==> config.mk <==
export PLATFORM = sky130hd
export DESIGN_NAME = pirq_router
export DESIGN_NICKNAME = d
export VERILOG_FILES = /design/src/rtl/pirq_pkg.sv /design/src/rtl/pirq_swizzle.sv /design/src/rtl/pirq_route_regs.sv /design/src/rtl/pirq_level_track.sv /design/src/rtl/pirq_router.sv
export SDC_FILE = /design/constraint.sdc
export NUM_CORES = 1
export LEC_CHECK = 0
export BUFFER_PORTS_ARGS = -buffer_cell sky130_fd_sc_hd__buf_4
export CORE_ASPECT_RATIO = 1.75
export CORE_MARGIN = 1.5
export CORE_UTILIZATION = 50
export CTS_CLUSTER_DIAMETER = 40
export CTS_CLUSTER_SIZE = 30
export DETAILED_ROUTE_END_ITERATION = 7
export PLACE_DENSITY = 0.73
export REMOVE_ABC_BUFFERS = 1
export SYNTH_ARGS = -nofsm -noshare
export SYNTH_HDL_FRONTEND = slang
export SYNTH_SLANG_ARGS = --single-unit
==> constraint.sdc <==
create_clock -name clk -period 2.8 [get_ports clk]
set_input_delay 0.42 -clock clk [delete_from_list [all_inputs] [get_ports clk]]
set_output_delay 0.42 -clock clk [all_outputs]
set_load 0.05 [all_outputs]
==> src/rtl/pirq_pkg.sv <==
package pirq_pkg;
    localparam int PIRQ_CNT = 4;
    localparam int LINE_CNT = 16;
    localparam int SEL_W    = 8;

    typedef logic [SEL_W-1:0] route_sel_t;

    localparam route_sel_t SEL_RESET = 8'h80;

    typedef enum logic [0:0] {
        TRK_FOLLOW  = 1'b0,
        TRK_REBUILD = 1'b1
    } trk_state_e;
endpackage

==> src/rtl/pirq_swizzle.sv <==
module pirq_swizzle #(
    parameter int SLOTS     = 4,
    parameter int FIRST_DEV = 1,
    parameter int PIRQS     = 4
) (
    input  logic [SLOTS*4-1:0] slot_intx,
    output logic [PIRQS-1:0]   pirq_lvl
);
    localparam int PIN_CNT = 4;
    localparam int PQ_W    = $clog2(PIRQS);

    // pin n of device d lands on PIRQ (n + d - 1) mod PIRQS; +PIRQS-1 keeps it non-negative
    always_comb begin
        pirq_lvl = '0;
        for (int s = 0; s < SLOTS; s++) begin
            for (int n = 0; n < PIN_CNT; n++) begin
                pirq_lvl[PQ_W'((n + FIRST_DEV + s + PIRQS - 1) % PIRQS)] |= slot_intx[s*PIN_CNT + n];
            end
        end
    end
endmodule

==> src/rtl/pirq_route_regs.sv <==
module pirq_route_regs
    import pirq_pkg::*;
#(
    parameter int         PIRQS      = PIRQ_CNT,
    parameter logic [7:0] ROUTE_BASE = 8'h60
) (
    input  logic                   clk,
    input  logic                   rst_n,
    input  logic                   cfg_wr,
    input  logic [7:0]             cfg_addr,
    input  logic [PIRQS-1:0]       cfg_be,
    input  logic [PIRQS*SEL_W-1:0] cfg_wdata,
    output logic [PIRQS*SEL_W-1:0] cfg_rdata,
    output logic [PIRQS*SEL_W-1:0] route_flat,
    output logic                   route_wr
);
    logic dw_hit;
    logic unused_addr_lsb;

    assign dw_hit          = (cfg_addr[7:2] == ROUTE_BASE[7:2]);
    assign unused_addr_lsb = ^cfg_addr[1:0];
    assign route_wr        = cfg_wr && dw_hit && (|cfg_be);
    assign cfg_rdata       = dw_hit ? route_flat : '0;

    for (genvar k = 0; k < PIRQS; k++) begin : g_lane
        route_sel_t sel_q;

        always_ff @(posedge clk or negedge rst_n) begin
            if (!rst_n) begin
                sel_q <= SEL_RESET;
            end else if (cfg_wr && dw_hit && cfg_be[k]) begin
                sel_q <= cfg_wdata[k*SEL_W +: SEL_W];
            end
        end

        assign route_flat[k*SEL_W +: SEL_W] = sel_q;
    end
endmodule

==> src/rtl/pirq_level_track.sv <==
module pirq_level_track
    import pirq_pkg::*;
#(
    parameter int LINES = LINE_CNT,
    parameter int PIRQS = PIRQ_CNT
) (
    input  logic                   clk,
    input  logic                   rst_n,
    input  logic                   route_wr,
    input  logic [PIRQS*SEL_W-1:0] route_flat,
    input  logic [PIRQS-1:0]       pirq_lvl,
    output logic [LINES-1:0]       irq_line,
    output logic                   rebuilding
);
    localparam int TRK_W   = LINES * PIRQS;
    localparam int TRK_IDX = $clog2(TRK_W);

    trk_state_e       state_q, state_d;
    logic [TRK_W-1:0] trk_q, trk_d;
    logic [LINES-1:0] line_d, line_q;

    // next-state logic
    always_comb begin
        unique case (state_q)
            TRK_FOLLOW:  state_d = route_wr ? TRK_REBUILD : TRK_FOLLOW;
            TRK_REBUILD: state_d = route_wr ? TRK_REBUILD : TRK_FOLLOW;
            default:     state_d = TRK_FOLLOW;
        endcase
    end

    // state register
    always_ff @(posedge clk or negedge rst_n) begin
        if (!rst_n) state_q <= TRK_FOLLOW;
        else        state_q <= state_d;
    end

    // level matrix: cleared in REBUILD, then each PIRQ column refreshed at its route
    always_comb begin
        route_sel_t sel;
        int         idx;
        trk_d = (state_q == TRK_REBUILD) ? '0 : trk_q;
        for (int p = 0; p < PIRQS; p++) begin
            sel = route_flat[p*SEL_W +: SEL_W];
            idx = int'(sel) * PIRQS + p;
            if (int'(sel) < LINES) begin
                trk_d[TRK_IDX'(idx)] = pirq_lvl[p];
            end
        end
    end

    always_comb begin
        for (int l = 0; l < LINES; l++) begin
            line_d[l] = |trk_d[l*PIRQS +: PIRQS];
        end
    end

    // output process: matrix and line registers
    always_ff @(posedge clk or negedge rst_n) begin
        if (!rst_n) begin
            trk_q  <= '0;
            line_q <= '0;
        end else begin
            trk_q  <= trk_d;
            line_q <= line_d;
        end
    end

    assign irq_line   = line_q;
    assign rebuilding = (state_q == TRK_REBUILD);
endmodule

==> src/rtl/pirq_router.sv <==
module pirq_router
    import pirq_pkg::*;
#(
    parameter int         SLOTS      = 4,
    parameter int         FIRST_DEV  = 1,
    parameter logic [7:0] ROUTE_BASE = 8'h60
) (
    input  logic                 clk,
    input  logic                 rst_n,
    input  logic [SLOTS*4-1:0]   slot_intx,
    input  logic                 cfg_wr,
    input  logic [7:0]           cfg_addr,
    input  logic [3:0]           cfg_be,
    input  logic [31:0]          cfg_wdata,
    output logic [31:0]          cfg_rdata,
    output logic [LINE_CNT-1:0]  irq_line
);
    logic [PIRQ_CNT-1:0]       pirq_lvl;
    logic [PIRQ_CNT*SEL_W-1:0] route_flat;
    logic                      route_wr;
    logic                      rebuilding;

    pirq_swizzle #(
        .SLOTS     (SLOTS),
        .FIRST_DEV (FIRST_DEV),
        .PIRQS     (PIRQ_CNT)
    ) u_swizzle (
        .slot_intx (slot_intx),
        .pirq_lvl  (pirq_lvl)
    );

    pirq_route_regs #(
        .PIRQS      (PIRQ_CNT),
        .ROUTE_BASE (ROUTE_BASE)
    ) u_regs (
        .clk        (clk),
        .rst_n      (rst_n),
        .cfg_wr     (cfg_wr),
        .cfg_addr   (cfg_addr),
        .cfg_be     (cfg_be),
        .cfg_wdata  (cfg_wdata),
        .cfg_rdata  (cfg_rdata),
        .route_flat (route_flat),
        .route_wr   (route_wr)
    );

    pirq_level_track #(
        .LINES (LINE_CNT),
        .PIRQS (PIRQ_CNT)
    ) u_track (
        .clk        (clk),
        .rst_n      (rst_n),
        .route_wr   (route_wr),
        .route_flat (route_flat),
        .pirq_lvl   (pirq_lvl),
        .irq_line   (irq_line),
        .rebuilding (rebuilding)
    );
endmodule

==> results.md, run 1 <==
* Die H at ~130 µm
* Clock Skew at 6.86 ps
* Internal at 0.00321 W
* Crit start category: flop
* Final worst path period need at 2100 ps
* PwrDens at 686 nW/µm²
* Switching Power at 0.000978 W
* Tot Pwr at 0.00419 W
* EDFF count, synth at 0
* Post-synthesis cell count at about 360
* Commonest non-fill, non-tap cells in the layout: dfrtp_1, buf_4, nor2b_1
* Status: finished clean
* Max Cap Viol at 0
* Post-route ant nets at 0
* Die X at 76.1 µm
* Diode count at 0
* Slew headroom at 48.6%
* Num CTS Buffers at 17
* CTS tree: done
* IO Count at approximately 110
* Layout cells sized above 1 at 37.9%
* Skew-Pair Late Insertion Delay at 400 ps
* Fin cells at 600
* Synth warn at 0
* Clock Sinks at 113
* CTS root buf: clkbuf_16
* Primary FF master, synth: dfrtp_1
* Worst R2R Setup Slack at 700 ps
* Number of global-route vias before repair at between 3,000 and 4,000
* Final worst path period share at about three quarters
* Largest net degree at the start of global routing at 49
* Synthesized area at 4670 µm²
* Worst path arrival time at 2360 ps
* Grt ovf at 0
* Seq/Total Area, Yosys at about three fifths
* Leak at just over 3 nW
* Crit end category: flop
* Global-route wire length before repair at roughly 16,000 µm
* HP Class: input port to asynchronous set/reset pin
* Clk buf depth at 2
* Inst Count DP at 569
* # DRC at 0
* Initial DRC Count at around 160
* Register bit total from synthesis at 113
* Asr flop ratio synth at between 90% and 100%
* Clock network power share at 46.0%
* Die area at about 10000 µm²
* Post-cts hold buffer count at 0
* Final HPWL from detailed placement at 6710 µm
* H-tree depth at 4
* DR vias/cell at 5.21
* Logic pwr share at 10.5%
* Initial Util at 51.4%
* Max FO, Critical Path at 8
* Number of antenna violations at the first check in global routing at 0
* Drt total wl at 9450 µm
* Resized cells post-CTS at 0
* Row Count at 46
* Drt wl/cell at roughly 16 µm
* Commonest non-fill, non-tap cell in the layout: dfrtp_1
* Fmax at 477 MHz
* Register share of total power at 43.4%
* Clock transition at path regs at 50 ps
* Port Buffers at 100
* DR vias at 3,126
* Final Wtd Congestion at roughly 0.75
* Placeable Area at 9090 µm²
* Number of distinct library cells after synthesis at 36
* Synthesized area per cell at 13.1 µm²
* Number of buffers added for setup after CTS at 0
* Unrepaired setup endpoints after global routing: no
* Switching share of power at 23.3%
* DRT Pass-1 Iters at 4
* Fin nets at approximately 530
* Fin. Hold Viols at 0
* Slew Limit Fails at 0
* Final Setup Violations at 0
* Area growth, synth to finish at 30.8%
* Setup tns final at 0 ps
* Worst setup path category: flop to flop
* Worst vdd ir at 0.000604 V
* Slew @ Worst Pin at around 770 ps
* Worst EP required at 3060 ps
* Overall routing resource usage at 20.4%
==> power by group through the flow <==
stage | clock network, W | registers (W) | logic [W]
global placement | 0 | 0.00184 | 0.000436
global route | 0.00204 | 0.00184 | 0.000487
finish | 0.00193 | 0.00182 | 0.000442
CTS | 0.00196 | 0.00182 | 0.000450
floorplan | 0 | 0.00188 | 0.000213
detailed placement | 0 | 0.00185 | 0.000448
==> sequential cells by signal, summed over array words and instances (netlist names) <==
name and flops:
u_track.trk_q 64, u_track.rebuilding 1, u_track.irq_line 16, u_regs.g_lane.sel_q 32
==> cells in the mapped netlist, types with 2 or more instances <==
cell type / instances / area [µm²]
dfrtp_1: 109 / 2730
nor2b_1: 40 / 250
dfstp_2: 4 / 105
inv_1: 15 / 56.3
clkbuf_1: 10 / 37.5
a311oi_1: 14 / 123
mux2_2: 32 / 360
nor4_4: 3 / 63.8
nand2b_1: 18 / 113
nand2_1: 4 / 15.0
mux2i_1: 15 / 150
nor2_1: 7 / 26.3
a41oi_1: 2 / 17.5
nor4_2: 5 / 62.6
nand3_1: 6 / 30.0
or4_1: 16 / 120
buf_1: 2 / 7.51
nand4_1: 2 / 12.5
nor4_1: 3 / 18.8
nand4b_1: 4 / 35.0
and2_1: 31 / 194
nand3b_1: 2 / 15.0
==> critical path, cell delays in order, from the launching register on <==
cell and delay (ps):
dfrtp_1 390, nor4_2 650, nand4_1 220, mux2i_1 180, or4_1 520
==> final cells by class <==
| class | instances | area [µm²] |
|---|---|---|
| tap | 120 | 150 |
| fill | 706 | 2980 |
| clock inverter | 7 | 60.1 |
| sequential | 113 | 2830 |
| timing repair buffer | 106 | 808 |
| inverter | 15 | 56.3 |
| multi-input combinational | 215 | 1720 |
| clock buffer | 24 | 482 |
==> kinds of logic after synthesis <==
kind of cell    share of synthesized area [%]
compound gates                           3.27
mux                                      10.9
simple gates                             22.5
flops                                    60.6
buf+inv                                  2.68
==> metrics by stage <==
| step | hold slack, ps | cell area, µm² | setup WS, ps | util, % |
|---|---|---|---|---|
| final | 8.72 | 6110 | 702 | 67.2 |
| after global routing | 57.9 | 6110 | 580 | 67.2 |
| after CTS | 26.1 | 6110 | 684 | 67.2 |
| after global placement | 443 | 5570 | 577 | 61.2 |
| after detailed placement | 448 | 5570 | 519 | 61.2 |
| after floorplan | 124 | 4600 | 163 | - |
==> worst paths after layout <==
path / startpoint / end / cells past startpoint
max: u_regs.g_lane[1].sel_q[6] / u_track.irq_line[5] / 4
min: rst_n / u_regs.g_lane[1].sel_q[4] / 1
min reg2reg: u_track.trk_q[15] / u_track.trk_q[15] / 2
max reg2reg: u_regs.g_lane[1].sel_q[6] / u_track.irq_line[5] / 4
max in group asynchronous: rst_n / u_regs.g_lane[2].sel_q[7] / 2
min in group clk: cfg_wdata[22] / u_regs.g_lane[2].sel_q[6] / 2
==> layer usage <==
| metal | part of all wire (%) | track usage, % |
|---|---|---|
| met1 | 39 | 22.6 |
| met2 | 55 | 37.0 |
| met3 | 4.8 | 5.69 |
| met4 | 1.6 | 8.28 |
| met5 | 0 | 0 |
No activity file was read; power rests on OpenSTA's default activity.
==> inputs of run 2 (changes only) <==
==> constraint.sdc (replaced) <==
create_clock -name clk -period 2.17 [get_ports clk]
set_input_delay 0.3255 -clock clk [delete_from_list [all_inputs] [get_ports clk]]
set_output_delay 0.3255 -clock clk [all_outputs]
set_load 0.05 [all_outputs]
==> run 2 against run 1 <==
Compared with the run above: worst hold slack better by 140 ps; critical path depth stayed put; clock-buffer cell count fell by 2; worst setup slack worse by 580 ps; sequential cell count did not move; critical path type unchanged; largest power group unchanged; highest routed layer unchanged.
==> results.md, run 2 (synthesized netlist as in run 1, its figures left out) <==
* Worst R2R Setup Slack at 120 ps (was 700 ps)
* Initial Util at 51.4% (unchanged)
* Die X at 76.1 µm (unchanged)
* Number of global-route vias before repair at 3,312 (was 3,261)
* Grt ovf at 0 (unchanged)
* Leak at 3.08 nW (was 3.04 nW)
* Max Cap Viol at 0 (unchanged)
* DR vias/cell at 5.21 (about the same)
* DR vias at 3,161 (was 3,126)
* Row Count at 46 (unchanged)
* CTS tree: done (unchanged)
* Post-route ant nets at 0 (unchanged)
* Dpl ws at 113 ps (was 519 ps)
* Final worst path period share at 94.3% (was 74.9%)
* Worst reg2reg endpoint: u_track.irq_line[0] (was u_track.irq_line[5])
* Largest net degree at the start of global routing at 65 (was 49)
* Number of antenna violations at the first check in global routing at 0 (unchanged)
* Final Setup Violations at 0 (unchanged)
* Slew @ Worst Pin at 622 ps (was 772 ps)
* Min-delay src: cfg_wdata[17]
* Drt wl/cell at 16.1 µm (was 15.7 µm)
* Worst Hold Path Cells at 2
* Number of buffers added for setup after CTS at 0 (unchanged)
* Max FO, Critical Path at 6 (was 8)
* Global-route wire length before repair at 15,900 µm (was 15,600 µm)
* Crit start category: flop (unchanged)
* Crit end category: flop (unchanged)
* Clock Sinks at 113 (unchanged)
* Worst vdd ir at 0.000610 V (was 0.000604 V)
* Status: finished clean (unchanged)
* Clock transition at path regs at 50 ps (about the same)
* DRT Pass-1 Iters at 6 (was 4)
* Inst Count DP at 574 (was 569)
* Register area at 2830 µm² (unchanged)
* Fill cells at 673 (was 706)
* Worst path arrival time at 2320 ps (was 2360 ps)
* Layout cells sized above 1 at 39.2% (was 37.9%)
* Worst r2r path cells at 4 (unchanged)
* Num CTS Buffers at 17 (unchanged)
* Final instance area at 6230 µm² (was 6110 µm²)
* Die area at 9960 µm² (unchanged)
* Final worst slack at 124 ps (was 702 ps)
* Hold slack at 144 ps (was 8.72 ps)
* # DRC at 0 (unchanged)
* Reg-to-Reg Start: u_regs.g_lane[0].sel_q[6] (was u_regs.g_lane[1].sel_q[6])
* Setup tns final at 0 ps (unchanged)
* Clk buf depth at 2 (unchanged)
* IO Count at 111 (unchanged)
* HP Class: input port to flop (was input port to asynchronous set/reset pin)
* Slew Limit Fails at 0 (unchanged)
* Drt total wl at 9770 µm (was 9450 µm)
* Port Buffers at 100 (unchanged)
* PwrDens at 905 nW/µm² (was 686 nW/µm²)
* Placeable Area at 9090 µm² (unchanged)
* Slew headroom at 58.6% (was 48.6%)
* Fin. Hold Viols at 0 (unchanged)
* CTS root buf: clkbuf_16 (unchanged)
* Area growth, synth to finish at 33.4% (was 30.8%)
* Fmax at 489 MHz (was 477 MHz)
* Final HPWL from detailed placement at 6850 µm (was 6710 µm)
* Die H at 131 µm (unchanged)
* Placed inst area at 5630 µm² (was 5570 µm²)
* Skew-Pair Late Insertion Delay at 410 ps (was 400 ps)
* Overall routing resource usage at 21.2% (was 20.4%)
* Max reg flops at 64 (unchanged)
* Final Wtd Congestion at 0.758 (was 0.746)
* Commonest non-fill, non-tap cells in the layout: buf_4, dfrtp_1, nor2b_1 (was dfrtp_1, buf_4, nor2b_1)
* Hold worst-path end: u_regs.g_lane[2].sel_q[1]
* Final worst path period need at 2050 ps (was 2100 ps)
* Multi-input logic area at 1720 µm² (unchanged)
* Worst EP required at 2450 ps (was 3060 ps)
* Diode count at 0 (unchanged)
* Fin nets at 537 (was 531)
* H-tree depth at 4 (unchanged)
* Clock Skew at 7.84 ps (was 6.86 ps)
* Unrepaired setup endpoints after global routing: no (unchanged)
* Fin cells at 607 (was 600)
* Largest Register: u_track.trk_q (unchanged)
* Initial DRC Count at 158 (was 162)
* Worst setup path category: flop to flop (unchanged)
-- run 2: cell types whose count changed in the layout (fill, tap and decap cells not counted), sizes merged --
| cell | delta |
|---|---|
| buf | +5 |
| bufinv | +1 |
| clkbuf | -2 |
| clkinv | -1 |
| clkinvlp | +3 |
| dlygate4sd3 | +1 |
-- run 2: worst max path at each step --
stage,depth (start not counted),to,slack [ps],startpoint
3_5_place_dp,4,u_track.irq_line[2],110,u_regs.g_lane[0].sel_q[6]
4_1_cts,4,u_track.irq_line[2],110,u_regs.g_lane[0].sel_q[6]
5_1_grt,4,u_track.irq_line[0],40,u_regs.g_lane[0].sel_q[6]
2_1_floorplan,2,cfg_rdata[2],-370,u_regs.g_lane[0].sel_q[2]
3_3_place_gp,4,u_track.irq_line[6],160,u_regs.g_lane[0].sel_q[6]
6_report,4,u_track.irq_line[0],120,u_regs.g_lane[0].sel_q[6]
-- run 2: stage by stage --
stage                     total power [W]  util (%)
after global placement            0.00296      61.9
after CTS                         0.00571      68.5
after floorplan                   0.00270         -
after global routing              0.00586      68.5
after detailed placement          0.00299      61.9
final                             0.00564      68.5
-- run 2: worst max-delay path, cell delays in order, from the launching register on --
cell and delay, ps:
dfrtp_1 410, or4_4 640, nor4b_4 260, mux2i_1 120, or4_1 490
-- run 2: final cells by class --
type / count / area share [%]
sequential: 113 / 45.5
multi-input combinational: 215 / 27.6
timing repair buffer: 112 / 14.1
clock buffer: 22 / 7.77
tap: 120 / 2.41
clock inverter: 10 / 1.73
inverter: 15 / 0.903
-- run 2: layer usage --
layer	wire, µm	part of all wire, %	GRT usage (%)
met5	0	0	0
met4	240	2.5	10.3
met3	442	4.5	6.46
met2	5440	56	39.0
met1	3650	37	22.1
-- run 2: power by group --
| part | internal [W] | total (W) | leakage, nW | switching, W |
|---|---|---|---|---|
| clock network | 0.00179 | 0.00269 | 0.288 | 0.000900 |
| logic | 0.000270 | 0.000599 | 1.34 | 0.000329 |
| registers | 0.00226 | 0.00235 | 1.45 | 0.0000944 |
-- run 2: what timing repair did --
| item | 4_1_cts | 5_1_grt |
|---|---|---|
| hold buffers | 1 | 0 |
| resized for setup | 0 | 0 |
| hold endpoints to repair | 41 | 0 |
